--- config.mk ---
export PLATFORM = sky130hd
export DESIGN_NAME = msjk_flipflop
export DESIGN_NICKNAME = d
export VERILOG_FILES = /design/src/rtl/msjk_pkg.sv /design/src/rtl/msjk_rst_sync.sv /design/src/rtl/msjk_edge_detect.sv /design/src/rtl/msjk_input_gate.sv /design/src/rtl/msjk_master.sv /design/src/rtl/msjk_flipflop.sv
export SDC_FILE = /design/constraint.sdc
export NUM_CORES = 1
export LEC_CHECK = 0
export BUFFER_PORTS_ARGS = -buffer_cell sky130_fd_sc_hd__buf_2
export CORE_AREA = 2 2 39 41
export DETAILED_ROUTE_END_ITERATION = 10
export DIE_AREA = 0 0 41 43
export PLACE_DENSITY = 0.38
export SYNTH_ARGS = -nofsm -noshare
export SYNTH_HDL_FRONTEND = slang
export SYNTH_SLANG_ARGS = --single-unit
export TNS_END_PERCENT = 30
--- constraint.sdc ---
create_clock -name clk_i -period 1.4 [get_ports clk_i]
set_input_delay 0.21 -clock clk_i [delete_from_list [all_inputs] [get_ports clk_i]]
set_output_delay 0.21 -clock clk_i [all_outputs]
set_load 0.01 [all_outputs]
--- src/rtl/msjk_pkg.sv ---
package msjk_pkg;

  typedef enum logic {
    MODE_CATCH   = 1'b0,
    MODE_LOCKOUT = 1'b1
  } msjk_mode_e;

  typedef struct packed {
    logic set_req;
    logic clr_req;
  } msjk_req_t;

endpackage

--- src/rtl/msjk_rst_sync.sv ---
module msjk_rst_sync #(
  parameter int STAGES = 2
) (
  input  logic clk_i,
  input  logic rst_n_i,
  output logic rst_sync_n_o
);

  logic [STAGES-1:0] sync_q;
  logic [STAGES-1:0] sync_nxt;

  always_comb begin
    sync_nxt = {sync_q[STAGES-2:0], 1'b1};
  end

  always_ff @(posedge clk_i or negedge rst_n_i) begin
    if (!rst_n_i) begin
      sync_q <= '0;
    end else begin
      sync_q <= sync_nxt;
    end
  end

  assign rst_sync_n_o = sync_q[STAGES-1];

endmodule

--- src/rtl/msjk_edge_detect.sv ---
module msjk_edge_detect (
  input  logic clk_i,
  input  logic rst_n_i,
  input  logic c_i,
  output logic c_prev_o,
  output logic c_rise_o,
  output logic c_fall_o
);

  logic prev_q;
  logic prev_nxt;

  always_comb begin
    prev_nxt = c_i;
  end

  always_ff @(posedge clk_i or negedge rst_n_i) begin
    if (!rst_n_i) begin
      prev_q <= 1'b0;
    end else begin
      prev_q <= prev_nxt;
    end
  end

  assign c_prev_o = prev_q;
  assign c_rise_o = c_i & ~prev_q;
  assign c_fall_o = ~c_i & prev_q;

endmodule

--- src/rtl/msjk_input_gate.sv ---
module msjk_input_gate
  import msjk_pkg::*;
#(
  parameter int N_J = 2,
  parameter int N_K = 2
) (
  input  logic [N_J-1:0] j_i,
  input  logic [N_K-1:0] k_i,
  input  logic           q_fb_i,
  output msjk_req_t      req_o
);

  logic j_int;
  logic k_int;

  generate
    if (N_J == 1) begin : g_j_single
      assign j_int = j_i[0];
    end else begin : g_j_and
      assign j_int = &j_i;
    end
    if (N_K == 1) begin : g_k_single
      assign k_int = k_i[0];
    end else begin : g_k_and
      assign k_int = &k_i;
    end
  endgenerate

  // Feedback from the slave opens only one gate at a time.
  always_comb begin
    req_o.set_req = j_int & ~q_fb_i;
    req_o.clr_req = k_int &  q_fb_i;
  end

endmodule

--- src/rtl/msjk_master.sv ---
module msjk_master
  import msjk_pkg::*;
(
  input  logic       clk_i,
  input  logic       rst_n_i,
  input  msjk_mode_e mode_i,
  input  logic       c_high_i,
  input  logic       c_rise_i,
  input  msjk_req_t  req_i,
  input  logic       force_set_i,
  input  logic       force_clr_i,
  output logic       master_o
);

  logic m_q;
  logic m_nxt;
  logic gate_en;
  logic m_en;

  always_comb begin
    gate_en = (mode_i == MODE_LOCKOUT) ? c_rise_i : c_high_i;
    m_en    = force_set_i | force_clr_i | gate_en;
    if (force_clr_i) begin
      m_nxt = 1'b0;
    end else if (force_set_i) begin
      m_nxt = 1'b1;
    end else if (req_i.set_req) begin
      m_nxt = 1'b1;
    end else if (req_i.clr_req) begin
      m_nxt = 1'b0;
    end else begin
      m_nxt = m_q;
    end
  end

  always_ff @(posedge clk_i or negedge rst_n_i) begin
    if (!rst_n_i) begin
      m_q <= 1'b0;
    end else if (m_en) begin
      m_q <= m_nxt;
    end
  end

  assign master_o = m_q;

endmodule

--- src/rtl/msjk_flipflop.sv ---
module msjk_flipflop
  import msjk_pkg::*;
#(
  parameter int N_J = 2,
  parameter int N_K = 2
) (
  input  logic           clk_i,
  input  logic           rst_n_i,
  input  logic           c_i,
  input  logic [N_J-1:0] j_i,
  input  logic [N_K-1:0] k_i,
  input  logic           set_i,
  input  logic           clr_i,
  input  logic           mode_i,
  output logic           q_o,
  output logic           qn_o
);

  logic       rst_sync_n;
  logic       c_prev;
  logic       c_rise;
  logic       c_fall;
  logic       master_q;
  logic       slave_q;
  logic       slave_nxt;
  logic       slave_en;
  msjk_req_t  req;
  msjk_mode_e mode;

  assign mode = msjk_mode_e'(mode_i);

  msjk_rst_sync #(.STAGES(2)) i_rst_sync (
    .clk_i        (clk_i),
    .rst_n_i      (rst_n_i),
    .rst_sync_n_o (rst_sync_n)
  );

  msjk_edge_detect i_edge (
    .clk_i    (clk_i),
    .rst_n_i  (rst_sync_n),
    .c_i      (c_i),
    .c_prev_o (c_prev),
    .c_rise_o (c_rise),
    .c_fall_o (c_fall)
  );

  msjk_input_gate #(.N_J(N_J), .N_K(N_K)) i_gate (
    .j_i    (j_i),
    .k_i    (k_i),
    .q_fb_i (slave_q),
    .req_o  (req)
  );

  msjk_master i_master (
    .clk_i       (clk_i),
    .rst_n_i     (rst_sync_n),
    .mode_i      (mode),
    .c_high_i    (c_i),
    .c_rise_i    (c_rise),
    .req_i       (req),
    .force_set_i (set_i),
    .force_clr_i (clr_i),
    .master_o    (master_q)
  );

  // Slave stage: copies the master on a falling edge of the bit clock.
  always_comb begin
    slave_en = set_i | clr_i | c_fall;
    if (clr_i) begin
      slave_nxt = 1'b0;
    end else if (set_i) begin
      slave_nxt = 1'b1;
    end else begin
      slave_nxt = master_q;
    end
  end

  always_ff @(posedge clk_i or negedge rst_sync_n) begin
    if (!rst_sync_n) begin
      slave_q <= 1'b0;
    end else if (slave_en) begin
      slave_q <= slave_nxt;
    end
  end

  // Overrides reach the output without waiting for a clock edge.
  always_comb begin
    if (clr_i) begin
      q_o = 1'b0;
    end else if (set_i) begin
      q_o = 1'b1;
    end else begin
      q_o = slave_q;
    end
    qn_o = ~q_o;
  end

endmodule

## Word level (Yosys, flattened, before mapping)

Index checks and enable logic that the tools add are counted.

| storage, ports and cells | value |
|---|---|
| flip-flop bits (word level) | 5 |
| latch bits | 0 |
| RAM bits | 0 |
| memory bits (read-only) | 0 |
| output and inout port bits | 2 |
| word-level logic and storage cells | 28 |
| memories | 0 |

| cells by class | value |
|---|---|
| $add $sub $neg | 0 |
| $mul | 0 |
| div/mod/pow operators | 0 |
| $lt $le $gt $ge | 0 |
| eq/ne operators | 0 |
| shift-type cells | 0 |
| multiplexer cells | 9 |
| bitwise operators | 11 |
| reduce and logical (&&, ||, !) cells | 4 |

Operator list:

| kind | count |
|---|---|
| two-way mux 1 bit | 9 |
| AND reduction 2 bit | 3 |
| AND 1 bit | 4 |
| inverter 1 bit | 4 |
| nonzero test 4 bit | 1 |
| bitwise OR 1 bit | 3 |

## Depth between registers and ports, before layout

Gate-level depths: netlist (run 1).

| logic depth | value |
|---|---|
| depth in word-level cells | 6 |
| mapped depth | 3 |
| depth with buffers taken out | 3 |

## By module

A second synthesis (run 1) with hierarchy kept.

| unflattened totals | value |
|---|---|
| cells, all modules | 20 |
| area, all modules | 232.7 um2 |

By module, submodules not included:

| module | instances | cells each | area an instance (um2) |
|---|---|---|---|
| msjk_master | 1 | 5 | 65.1 |
| msjk_flipflop | 1 | 7 | 57.6 |
| msjk_rst_sync | 1 | 3 | 53.8 |
| msjk_edge_detect | 1 | 3 | 40.0 |
| msjk_input_gate | 1 | 2 | 16.3 |

## Worst setup path before layout (run 1)

Ideal clock, no wire load.

| timing path | value |
|---|---|
| path kind | register to output |
| start | reg slave_q |
| end | out q_o |
| arrival time | 806 ps |
| setup slack | 384 ps |
| stages on the path, launching flop included | 4 |
| path buffers | 0 |
| cells stage by stage | dfrtp_1 > nor2_1 > or2_2 > inv_1 |

| on the way | value |
|---|---|
| longest elaborated chain between the ends | 2 |

Ends and longest elaborated chain:

| what | line | text |
|---|---|---|
| start: declaration | msjk_flipflop.sv:24 | `logic slave_q;` |
| start signal: assignment | msjk_flipflop.sv:82 | `slave_q <= slave_nxt;` |
| two-way mux 1 bit | msjk_flipflop.sv:90 | `end else if (set_i) begin` |
| two-way mux 1 bit | msjk_flipflop.sv:88 | `if (clr_i) begin` |
| end: declaration | msjk_flipflop.sv:15 | `output logic q_o,` |

No other way between the ends.

## Worst setup path in the final report (run 1)

Same ends and word-level chain as after synthesis.

==> impl_metrics.csv, run 1 <==
group,metric,value,unit
outcome,status,"complete, no violations",
global_route,grt_usage,6.67,%
routing,vias_per_cell,3.66,
synth,synth_top_area_cell,"dfrtp_1",
place,portBuffers,11,
worst_setup_path,startpoint_type,"flip-flop",
clocking,cts_buffers,3,
routing,drt-wirelength-per-cell,8.83,µm
power,vdd_drop_max,0.704,mV
final_layout,syn_to_final_growth,60.8,%
die,core_area,1380,µm²
die,rows,14,
worst_setup_path,endpoint,"q_o",
place,pre_cts_ws,0.324,ns
clocking,cts.repair.resized,0,
final_layout,seqCellArea,125,µm²
job,maxCapViolCount,0,
routing,wl,468,µm
die,io-pin-count,12,
timing,finalCritPeriodShare,93.7,%
place,dp_cells,46,
global_route,grt_max_degree,5,
global_route,grt_pass1_vias,189,
routing,drt_iter0_drc,0,
power,pwr_density_cell,1120,nW/µm²
synth,synth_edf_count,0,
synth,synth.most_common_cell,"dfrtp_1",
clocking,clk_pin_slew,0.05,ns
final_layout,final_nets,48,
worst_setup_path,crit_start,"slave_q",
worst_setup_path,crit_type,"reg -> out",
timing,skew,0.00753,ns
synth,avgSynthCellArea,10.9,µm²
routing,final_antenna_net_count,0,
routing,firstDrtPassIters,1,
final_layout,fin_cells,53,
die,initial_utilization,15.0,%
final_layout,fill_cells,151,
worst_setup_path,end_kind,"output port",
timing,clock.fmax,762,MHz
worst_setup_path,cp.arrival,1.10,ns
worst_setup_path,path_max_fanout,3,
global_route,grt_pass1_wl,690,µm
clocking,ctsLongestPathBuffers,2,
routing,vias,194,
timing,tns,0,ns
worst_setup_path,required,1.19,ns
timing,setup_ws,0.0877,ns
clocking,cts_tree,"done",
synth,ys_top_cells_by_count,"5 x dfrtp_1, 2 x a21oi_1, 2 x inv_1",
hold_path,holdCritPathClass,"reg -> async",
timing,period_needed,1.31,ns
power,p_leak,0.178,nW
timing,rsz0062_at_grt,"no",
synth,synth_top_area_share,60.2,%
synth,netlist_area,208,µm²
clocking,cts_sinks,5,
clocking,clk_latency,0.24,ns
worst_setup_path,r2r_cells,3,
synth,post_synth_inst_count,19,
die,dieArea,1760,µm²
timing,setup_viol,0,
worst_setup_path,r2r_end,"i_master.master_o",
timing,slew_viol_final,0,
clocking,clockRootBuffer,"clkbuf_4",
synth,yosys-top-cells-area,"dfrtp_1 60%, a21bo_1 4.8%, a21oi_1 4.8%",
worst_setup_path,r2r-start,"i_edge.c_prev_o",
worst_setup_path,r2r_setup_slack,0.34,ns
final_layout,multi_input_area,75.1,µm²
routing,drcViolationCount,0,
die,die_x,41,µm
synth,ys.warnings.count,0,
final_layout,drive_above_1_share,48.6,%
synth,synth.ff_latch_count,5,
synth,async_flop_share,100,%
global_route,antenna_found_initial,0,
synth,synth.net_count,29,
timing,timing_hold_violations_final,0,
final_layout,diodes,0,
synth,seq_area_frac_synth,60.2,%
global_route,gr-total-overflow,0,
synth,ys.flop_type,"dfrtp_1",
die,die_h,43,µm
synth,yosysUniqueCellTypes,13,
place,place.gp.congestion,0.517,
clocking,h-tree-depth,1,
==> cell usage in the layout (no fill, tap or decap) <==
cell           synthesis  final
or2_2                  1      1
nand2_1                1      1
buf_2                  0     11
mux2i_1                1      1
nand3_1                1      1
dlygate4sd3_1          0      1
and2b_2                1      1
clkbuf_1               0      1
nor2_1                 1      1
a21bo_1                1      1
a21oi_1                2      2
o31a_1                 1      1
buf_4                  0      2
conb_1                 1      1
dfrtp_1                5      5
inv_1                  2      2
clkbuf_4               0      3
o21ai_0                1      1
==> power breakdown <==
part	internal [mW]	total, mW	switching, mW
clock network	0.108	0.168	0.0604
registers	0.154	0.159	0.00527
logic	0.0285	0.0477	0.0192
==> flip-flops by register name (all words and copies together) (netlist names) <==
signal	flops
i_edge.c_prev_o	1
i_master.master_o	1
i_rst_sync.sync_q	2
slave_q	1
==> logic make-up after synthesis <==
family / count (synthesis) / share of synthesized area (%)
flip-flops: 5 / 60.2
other: 1 / 1.81
multiplexers: 1 / 4.82
buffers and inverters: 2 / 3.62
AND/OR/NAND/NOR: 5 / 13.2
AO/OA/AOI/OAI: 5 / 16.3
==> stage by stage <==
step,cell area (µm²),util (%),power (mW),hold slack [ns]
5_1_grt,334,24.1,0.407,0.0572
3_3_place_gp,283,20.4,0.199,-0.00477
6_report,334,24.1,0.375,0.0416
2_1_floorplan,208,-,0.179,-0.0856
3_5_place_dp,283,20.4,0.201,-0.00435
4_1_cts,319,23.1,0.380,0.0451
==> critical path, cell delays in order (launching register included) <==
cell,delay (ns)
dfrtp_1,0.36
nor2_1,0.05
or2_2,0.27
inv_1,0.05
buf_2,0.12
==> worst min-delay path by stage <==
stage / from / cells past startpoint / slack [ns] / to
after floorplan: rst_n_i / 0 / -0.09 / i_rst_sync.sync_q[0]
after global placement: rst_n_i / 1 / -0.005 / i_rst_sync.sync_q[0]
after detailed placement: rst_n_i / 1 / -0.004 / i_rst_sync.sync_q[1]
after CTS: i_rst_sync.sync_q[1] / 0 / 0.05 / slave_q
after global routing: i_rst_sync.sync_q[1] / 0 / 0.06 / slave_q
final: i_rst_sync.sync_q[1] / 0 / 0.04 / slave_q
==> per-layer routing <==
| layer | part of all wire (%) | vias up | track usage [%] |
|---|---|---|---|
| met5 | 0 | - | 0 |
| met4 | 0 | 0 | 6.00 |
| met3 | 14 | 0 | 6.28 |
| met2 | 36 | 12 | 7.50 |
| met1 | 50 | 84 | 6.91 |
| li1 | - | 98 | - |
==> what timing repair did <==
action | in CTS | in global routing
endpoints found under the hold margin | 2 | 0
endpoints found under the setup margin | 0 | 1
setup buffers | 0 | 2
hold buffers | 1 | 0
==> cell type report <==
type	instances	area share (%)
multi-input combinational	12	22.5
inverter	2	2.25
sequential	5	37.5
clock buffer	4	7.87
tap	16	5.99
timing repair buffer	14	24.0
No activity file was read; power rests on OpenSTA's default activity.
==> inputs of run 2 (changes only) <==
--- a/config.mk
+++ b/config.mk
@@ -9,7 +9,7 @@
 export CORE_AREA = 2 2 39 41
 export DETAILED_ROUTE_END_ITERATION = 10
 export DIE_AREA = 0 0 41 43
-export PLACE_DENSITY = 0.38
+export PLACE_DENSITY = 0.39
 export SYNTH_ARGS = -nofsm -noshare
 export SYNTH_HDL_FRONTEND = slang
 export SYNTH_SLANG_ARGS = --single-unit
==> constraint.sdc (replaced) <==
create_clock -name clk_i -period 1.12 [get_ports clk_i]
set_input_delay 0.168 -clock clk_i [delete_from_list [all_inputs] [get_ports clk_i]]
set_output_delay 0.168 -clock clk_i [all_outputs]
set_load 0.01 [all_outputs]
==> run 2 against run 1 <==
The run now ends with setup timing left; critical endpoint unchanged; final cell count shrank 1.9%; utilization is 0.36 points higher; count of clock-buffer cells in the layout unchanged; non-clock buffer count is 1 lower; worst hold slack is essentially flat.
==> impl_metrics.csv, run 2 (synthesis gave the netlist of run 1 again) <==
group,metric,value,unit
timing,setup_viol,2,
routing,final_antenna_net_count,0,
worst_setup_path,worst_path_max_delay_cell,"dfrtp_1",
timing,slew_viol_final,0,
timing,rsz0062_at_grt,"yes",
worst_setup_path,crit_type,"reg -> out",
outcome,status,"complete, but fails checks",
routing,vias_per_cell,3.71,
routing,wl,453,µm
global_route,antenna_found_initial,0,
final_layout,diodes,0,
clocking,cts_tree,"done",
place,place.gp.congestion,0.556,
place,post-dp-hpwl,331,µm
place,portBuffers,11,
hold_path,holdCritPathClass,"reg -> async",
final_layout,final_cell_mix,"10 x buf_2, 5 x dfrtp_1, 3 x clkbuf_4",
final_layout,top_register,"i_rst_sync.sync_q",
timing,period_needed,1.18,ns
final_layout,fill_cells,158,
place,dp_cells,46,
global_route,grt_max_degree,4,
final_layout,final_area,339,µm²
die,die_x,41,µm
worst_setup_path,worstPathCellList,"nor2_1 > or2_4 > inv_2 > buf_6",
final_layout,fin_cells,52,
routing,drcViolationCount,0,
timing,finalCritPeriodShare,105,%
clocking,clk_latency,0.24,ns
outcome,violations,"setup timing",
routing,vias,193,
die,rows,14,
clocking,ctsLongestPathBuffers,2,
timing,timing_hold_violations_final,0,
die,die_h,43,µm
power,vdd_drop_max,0.634,mV
clocking,clockRootBuffer,"clkbuf_4",
place,place_area,283,µm²
power,power.total,0.468,mW
timing,clock.fmax,850,MHz
clocking,cts_buffers,3,
clocking,clk_pin_slew,0.04,ns
die,core_area,1380,µm²
worst_setup_path,cp.arrival,1.01,ns
routing,drt_iter0_drc,5,
global_route,grt_pass1_vias,190,
power,pwr_density_cell,1380,nW/µm²
final_layout,final_nets,47,
die,initial_utilization,15.0,%
die,dieArea,1760,µm²
clocking,h-tree-depth,1,
global_route,grt_usage,6.85,%
job,maxCapViolCount,0,
worst_setup_path,startpoint_type,"flip-flop",
die,io-pin-count,12,
final_layout,largest_reg_flops,2,
routing,drt-wirelength-per-cell,8.71,µm
global_route,grt_pass1_wl,745,µm
power,p_leak,0.173,nW
clocking,cts_sinks,5,
final_layout,drive_above_1_share,52.8,%
worst_setup_path,path_max_fanout,2,
timing,setup_ws,-0.0570,ns
final_layout,syn_to_final_growth,63.3,%
routing,firstDrtPassIters,2,
worst_setup_path,slowest_delay,0.35,ns
timing,skew,0.00156,ns
global_route,gr-total-overflow,0,
worst_setup_path,end_kind,"output port",
worst_setup_path,required,0.95,ns
final_layout,mostFrequentLayoutCell,"buf_2",
==> run 2: critical path: cells and delay by family (launching register included) <==
kind | cells | cell delay [ns]
simple gates | 2 | 0.28
flops | 1 | 0.35
buf+inv | 2 | 0.14
==> run 2: per-layer routing <==
layer,global-route usage [%],vias to the layer above,part of all wire [%],wire length [µm]
met4,4.00,0,0,0
li1,-,95,-,-
met5,0,-,0,0
met1,7.17,84,40,183
met2,8.75,14,42,191
met3,6.28,0,17,78
==> run 2: worst paths after layout <==
check,from,end,slack [ns],cells past startpoint
setup / recovery,slave_q,q_o,-0.06,4
hold / removal,i_rst_sync.sync_q[1],slave_q,0.04,0
setup reg to reg,i_edge.c_prev_o,i_master.master_o,0.07,3
hold reg to reg,i_rst_sync.sync_q[1],slave_q,0.04,0
max in group asynchronous,rst_n_i,i_rst_sync.sync_q[1],0.79,2
min in group clk_i,c_i,i_edge.c_prev_o,0.06,1
==> run 2: layout make-up <==
class	instances	area [µm²]	area share, %
Sequential cell	5	125	36.9
Multi-Input combinational cell	12	81.3	24.0
Timing Repair Buffer	13	78.8	23.2
Clock buffer	4	26.3	7.75
Tap cell	16	20.0	5.90
Inverter	2	7.51	2.21
==> run 2: through the flow <==
step	setup slack [ns]	utilization, %	TNS [ns]	hold slack [ns]
after floorplan	0.123	-	0	-0.128
after global placement	0.0871	20.4	0	-0.0474
after detailed placement	0.0725	20.4	0	-0.0444
after CTS	-0.0660	24.2	-0.127	0.0477
after global routing	-0.118	24.5	-0.227	0.0500
final	-0.0570	24.5	-0.111	0.0412
==> run 2: what timing repair did <==
item	4_1_cts	5_1_grt
hold endpoints to repair	2	0
buffers inserted	1	0
gates resized for setup	3	1
setup endpoints to repair	2	3
hold buffers	1	0
pin swaps	1	0
==> run 2: power by group <==
| part | leakage [nW] | total [mW] | switching (mW) | internal [mW] |
|---|---|---|---|---|
| Clock | 0.0150 | 0.205 | 0.0708 | 0.134 |
| Sequential | 0.0599 | 0.199 | 0.00639 | 0.192 |
| Combinational | 0.0984 | 0.0643 | 0.0265 | 0.0378 |
| Total | 0.173 | 0.468 | 0.104 | 0.365 |
